**src/rtl/pswDivPkg.sv**
```systemverilog
package pswDivPkg;

  typedef struct packed {
    logic presAdvance;  // count one oscillator tick in the prescaler
    logic modStep;      // prescaler wrapped, M and A step down
    logic vcoReload;    // terminal count, reload M/A and clear prescaler
    logic refStep;      // reference counter steps down
    logic refReload;    // reference terminal count, reload R
  } divStrobes_t;

  // R of 0 or 1 both mean divide-by-1
  function automatic logic [15:0] effDiv(input logic [15:0] r);
    return (r < 16'd2) ? 16'd1 : r;
  endfunction

endpackage

```
**src/rtl/pswDivData.sv**
```systemverilog
module pswDivData
  import pswDivPkg::*;
#(
  parameter int P     = 64,
  parameter int MW    = 10,
  parameter int AW    = 6,
  parameter int RW    = 10,
  parameter int DEF_M = 63,
  parameter int DEF_A = 12,
  parameter int DEF_R = 16
) (
  input  logic          clk,
  input  logic          rstN,
  input  divStrobes_t   strobes,
  input  logic [MW-1:0] loadM,
  input  logic [AW-1:0] loadA,
  input  logic [RW-1:0] loadR,
  output logic          presWrap,
  output logic          mLast,
  output logic          rLast
);
  localparam int PW = $clog2(P + 1);
  localparam logic [PW-1:0] LAST_LO = PW'(P - 1);
  localparam logic [PW-1:0] LAST_HI = PW'(P);
  localparam logic [15:0] DEF_R_EFF = effDiv(16'(DEF_R));

  logic [PW-1:0] presCnt;
  logic [MW-1:0] mCnt;
  logic [AW-1:0] aCnt;
  logic [RW-1:0] rCnt;
  logic          swallowing;

  assign swallowing = (aCnt != '0);
  assign presWrap   = (presCnt == (swallowing ? LAST_HI : LAST_LO));
  assign mLast      = (mCnt == MW'(1));
  assign rLast      = (rCnt == RW'(1));

  // oscillator side: prescaler plus M and A counters
  always_ff @(posedge clk or negedge rstN) begin
    if (!rstN) begin
      presCnt <= '0;
      mCnt    <= MW'(DEF_M);
      aCnt    <= AW'(DEF_A);
    end else if (strobes.vcoReload) begin
      presCnt <= '0;
      mCnt    <= loadM;
      aCnt    <= loadA;
    end else if (strobes.modStep) begin
      presCnt <= '0;
      mCnt    <= mCnt - MW'(1);
      if (swallowing) aCnt <= aCnt - AW'(1);
    end else if (strobes.presAdvance) begin
      presCnt <= presCnt + PW'(1);
    end
  end

  // reference side
  always_ff @(posedge clk or negedge rstN) begin
    if (!rstN) begin
      rCnt <= RW'(DEF_R_EFF);
    end else if (strobes.refReload) begin
      rCnt <= RW'(effDiv(16'(loadR)));
    end else if (strobes.refStep) begin
      rCnt <= rCnt - RW'(1);
    end
  end
endmodule

```
**src/rtl/pswDivCtrl.sv**
```systemverilog
module pswDivCtrl
  import pswDivPkg::*;
#(
  parameter int MW    = 10,
  parameter int AW    = 6,
  parameter int RW    = 10,
  parameter int DEF_M = 63,
  parameter int DEF_A = 12,
  parameter int DEF_R = 16
) (
  input  logic          clk,
  input  logic          rstN,
  input  logic          vcoTick,
  input  logic          refTick,
  input  logic          cfgWrite,
  input  logic [MW-1:0] cfgM,
  input  logic [AW-1:0] cfgA,
  input  logic [RW-1:0] cfgR,
  input  logic          presWrap,
  input  logic          mLast,
  input  logic          rLast,
  output divStrobes_t   strobes,
  output logic [MW-1:0] loadM,
  output logic [AW-1:0] loadA,
  output logic [RW-1:0] loadR,
  output logic          vcoPulse,
  output logic          refPulse,
  output logic          cfgError
);
  logic [MW-1:0] pendM;
  logic [AW-1:0] pendA;
  logic [RW-1:0] pendR;
  logic          cfgOk;

  // swallow count may not exceed the main count, main count at least 1
  assign cfgOk = (cfgM != '0) && (MW'(cfgA) <= cfgM);

  always_comb begin
    strobes             = '0;
    strobes.presAdvance = vcoTick;
    strobes.modStep     = vcoTick & presWrap & ~mLast;
    strobes.vcoReload   = vcoTick & presWrap & mLast;
    strobes.refStep     = refTick & ~rLast;
    strobes.refReload   = refTick & rLast;
  end

  assign loadM = pendM;
  assign loadA = pendA;
  assign loadR = pendR;

  always_ff @(posedge clk or negedge rstN) begin
    if (!rstN) begin
      pendM    <= MW'(DEF_M);
      pendA    <= AW'(DEF_A);
      pendR    <= RW'(DEF_R);
      cfgError <= 1'b0;
    end else if (cfgWrite) begin
      cfgError <= ~cfgOk;
      if (cfgOk) begin
        pendM <= cfgM;
        pendA <= cfgA;
        pendR <= cfgR;
      end
    end
  end

  always_ff @(posedge clk or negedge rstN) begin
    if (!rstN) begin
      vcoPulse <= 1'b0;
      refPulse <= 1'b0;
    end else begin
      vcoPulse <= strobes.vcoReload;
      refPulse <= strobes.refReload;
    end
  end
endmodule

```
**src/rtl/pswDivTop.sv**
```systemverilog
module pswDivTop
  import pswDivPkg::*;
#(
  parameter int P     = 64,
  parameter int MW    = 10,
  parameter int AW    = $clog2(P),
  parameter int RW    = 10,
  parameter int DEF_M = 63,
  parameter int DEF_A = 12,
  parameter int DEF_R = 16
) (
  input  logic          clk,
  input  logic          rstN,
  input  logic          vcoTick,
  input  logic          refTick,
  input  logic          cfgWrite,
  input  logic [MW-1:0] cfgM,
  input  logic [AW-1:0] cfgA,
  input  logic [RW-1:0] cfgR,
  output logic          vcoPulse,
  output logic          refPulse,
  output logic          cfgError
);
  divStrobes_t   strobes;
  logic [MW-1:0] loadM;
  logic [AW-1:0] loadA;
  logic [RW-1:0] loadR;
  logic          presWrap, mLast, rLast;

  pswDivCtrl #(
    .MW(MW), .AW(AW), .RW(RW),
    .DEF_M(DEF_M), .DEF_A(DEF_A), .DEF_R(DEF_R)
  ) u_ctrl (
    .clk(clk), .rstN(rstN),
    .vcoTick(vcoTick), .refTick(refTick),
    .cfgWrite(cfgWrite), .cfgM(cfgM), .cfgA(cfgA), .cfgR(cfgR),
    .presWrap(presWrap), .mLast(mLast), .rLast(rLast),
    .strobes(strobes),
    .loadM(loadM), .loadA(loadA), .loadR(loadR),
    .vcoPulse(vcoPulse), .refPulse(refPulse), .cfgError(cfgError)
  );

  pswDivData #(
    .P(P), .MW(MW), .AW(AW), .RW(RW),
    .DEF_M(DEF_M), .DEF_A(DEF_A), .DEF_R(DEF_R)
  ) u_data (
    .clk(clk), .rstN(rstN),
    .strobes(strobes),
    .loadM(loadM), .loadA(loadA), .loadR(loadR),
    .presWrap(presWrap), .mLast(mLast), .rLast(rLast)
  );
endmodule

```
**config.mk**
```make
export PLATFORM = sky130hd
export DESIGN_NAME = pswDivTop
export DESIGN_NICKNAME = d
export VERILOG_FILES = /design/src/rtl/pswDivPkg.sv /design/src/rtl/pswDivData.sv /design/src/rtl/pswDivCtrl.sv /design/src/rtl/pswDivTop.sv
export SDC_FILE = /design/constraint.sdc
export NUM_CORES = 1
export LEC_CHECK = 0
export BUFFER_PORTS_ARGS = -buffer_cell sky130_fd_sc_hd__buf_2
export CORE_MARGIN = 4
export CORE_UTILIZATION = 61
export CTS_CLUSTER_SIZE = 40
export DETAILED_ROUTE_END_ITERATION = 7
export MAX_ROUTING_LAYER = met4
export PLACE_DENSITY = 0.8
export SYNTH_ARGS = -nofsm -noshare
export SYNTH_HDL_FRONTEND = slang
export SYNTH_SLANG_ARGS = --single-unit
```
**constraint.sdc**
```tcl
create_clock -name clk -period 6 [get_ports clk]
set_input_delay 0.3 -clock clk [delete_from_list [all_inputs] [get_ports clk]]
set_output_delay 0.3 -clock clk [all_outputs]
set_load 0.01 [all_outputs]
```
==> metrics.md <==
| Metric | Value |
|---|---|
| Placer Congestion | 0.864 |
| Final Hold Fails | 0 |
| Average cell area after synthesis | 10.6 sq um |
| Via count of the routed design | around 2,500 |
| Cts hold-fix bufs | 0 |
| Status | completed |
| Clk_skew | slightly below 9 ps |
| DRT Pass-1 Iters | 4 |
| CTS clk-pin slew, worst paths | 60 ps |
| Period utilization | 41.0% |
| Worst slew pin tran | about 910 ps |
| CP Class | reg -> reg |
| Clock Sink Count | 62 |
| Crit. End Element | flip-flop |
| Worst setup margin | 3540 ps |
| First-pass GRT wire length | 11,400 microns |
| CP Launch Type | flip-flop |
| Die width | approximately 82 microns |
| Util after Layout | 71.5% |
| Netlist cell types | a little under 60 |
| Post-synth EDFFs | 0 |
| Post-synth top area cell | dfrtp_1 |
| Full die area | 6790 sq um |
| CTS H-Tree Depth | 3 |
| Number of CTS-inserted buffers | 9 |
| Starting DRC count in detailed routing | 133 |
| Int Pwr | a little over 0.0008 W |
| Yosys warns | 0 |
| Largest net degree at the start of global routing | 63 |
| Switching fraction of total power | 32.3% |
| Switching power | 0.000393 W |
| Total global-route track usage | 22.6% |
| Cell at the root of the clock tree | clkbuf_8 |
| Worst slack at placement | 3370 ps |
| Die height | 82.4 microns |
| Ys flop type | dfrtp_1 |
| Ys async rst share | 100% |
| Register area share after synthesis | 46.6% |
| Fin nets | 398 |
| Maximum VDD drop | ~0.24 mV |
| Row cnt | 26 |
| Wire per inst | 15.5 microns |
| Total of max-cap violations | 0 |
| Cells after Synth | between 300 and 400 |
| CTS tree | done |
| WP data required | 6210 ps |
| Antenna-violating nets left | 0 |
| Mapped Nets | 363 |
| Number of setup violations in the final report | 0 |
| Layout cells sized above 1 | 30.0% |
| Cell Pwr Density | 325 nW/um^2 |
| Vias in the first global route | 2,496 |
| Synthesized flop and latch total | 62 |
| Buffer count from post-CTS setup fixing | 0 |
| Initial antenna violation count | 0 |
| WL final | 6660 microns |
| Core ar. | between 5000 and 6000 sq um |
| Share of the synthesized area in the top cell type | about a third |
| Fin crit period | 2460 ps |
| Resized cells post-CTS | 0 |
| Fin. max-slew vios | 0 |
| Ant. Diodes | 0 |
| Comb power frac | 22.1% |
| Unrepaired setup endpoints after global routing | false |
| Top cells by area, synth | dfrtp_1 33%, dfstp_2 14%, mux2_2 5.3%, ha_1 4.4%, mux2_4 4.0% |
| Effective utilization at floorplan | ~65% |
| # port buffers | 33 |
| Clock buffer depth | 2 |
| Hold_ws | roughly 120 ps |
| R2R Setup Slk | 3540 ps |
| Synthesized area | 3380 sq um |
| Crit path max fanout | 20 |
| Post-route DRC | 0 |
| Relative slew slack | approximately two fifths |
| Congestion Overflow GR | 0 |
| DPL Wire Length | between 4000 and 5000 microns |
| F_max | around 400 MHz |
| Path type of the worst min-delay path | in -> async |
| Io pins | 34 |
| Setup TNS | 0 ps |
| Sequential share of power | 49.4% |
| Most frequent cells in the layout | 44 x dfrtp_1, 33 x buf_2, 24 x a21oi_1, 24 x o21ai_0, 22 x nand2_1 |
| Commonest non-fill, non-tap cell in the layout | dfrtp_1 |
| Leakage | 1.70 nW |
| Via density per instance | between 5 and 6 |
| Worst EP arrival | 2670 ps |
| Worst skew pair latency | 330 ps |
| Power share of the clock group | between 20% and 30% |
| Syn-to-layout area delta | 10.9% |
metrics by stage:
step / std cells / power, W / instance area (sq um)
floorplan: 320 / 0.000795 / 3380
global placement: 414 / 0.000857 / 3560
detailed placement: 414 / 0.000873 / 3560
CTS: 430 / 0.00122 / 3750
global route: 430 / 0.00130 / 3750
finish: 430 / 0.00122 / 3750
synth_stat cells (3+ instances only):
master / count
mux2_4: 9
mux2_2: 16
nor4_1: 5
a22o_1: 3
dfstp_2: 18
inv_1: 21
nor3_1: 10
a22o_2: 5
dfrtp_1: 44
nor2_1: 20
o22ai_1: 3
buf_6: 3
nand3_1: 8
a21oi_1: 24
ha_1: 12
nand4_1: 3
o21ai_0: 24
o211ai_1: 3
clkbuf_1: 5
nand2_1: 22
o31ai_1: 10
nand2b_1: 3
power by group through the flow:
stage / Combinational [W] / Sequential, W / Clock [W]
final: 0.000270 / 0.000602 / 0.000346
after floorplan: 0.000220 / 0.000575 / 0
after global routing: 0.000312 / 0.000615 / 0.000375
after detailed placement: 0.000268 / 0.000605 / 0
after global placement: 0.000256 / 0.000601 / 0
after CTS: 0.000270 / 0.000599 / 0.000351
area by class of cell:
class / instances / area (sq um)
clock buffer: 12 / 135
clock inverter: 4 / 47.5
fill: 402 / 1490
inverter: 21 / 78.8
multi-input combinational: 226 / 1640
sequential: 62 / 1570
tap: 70 / 87.6
timing repair buffer: 35 / 180
flip-flops by register name, summed over array words and instances, names as in the netlist:
name	count
u_data.rCnt	10
u_data.aCnt	6
u_ctrl.loadR	10
u_ctrl.loadA	6
u_ctrl.vcoPulse	1
u_data.mCnt	10
u_ctrl.loadM	10
u_ctrl.refPulse	1
u_ctrl.cfgError	1
u_data.presCnt	7
layer usage:
metal	track usage (%)	vias up	wire length, microns
met5	-	-	0
met4	9.30	0	95
met3	4.34	11	273
met2	34.1	48	3050
met1	30.1	1210	3240
li1	-	1253	-
worst max-delay path: stages (launching register included):
cell and delay (ps):
dfrtp_1 400, inv_1 70, ha_1 200, nand2b_1 170
o2111a_1 360, o21ai_2 680, nor2_4 140, mux2_2 320
path summary, 6_finish.rpt:
kind / end / cells past startpoint / startpoint
setup / recovery: u_data.aCnt[1] / 7 / u_data.aCnt[0]
hold / removal: u_ctrl.loadM[8] / 2 / rstN
setup reg to reg: u_data.aCnt[1] / 7 / u_data.aCnt[0]
hold reg to reg: u_ctrl.cfgError / 2 / u_ctrl.cfgError
max in group asynchronous: u_data.rCnt[7] / 2 / rstN
min in group clk: u_ctrl.loadR[8] / 2 / cfgR[8]
kinds of logic after synthesis:
kind of cell,Yosys count,share of synthesized area [%]
compound gates,90,18.2
xor+xnor,4,1.04
fa+ha+maj,12,4.44
buf+inv,32,4.78
flops,62,46.6
mux,26,9.63
simple gates,94,15.3
Note: power is estimated with default switching activity, not from simulation.
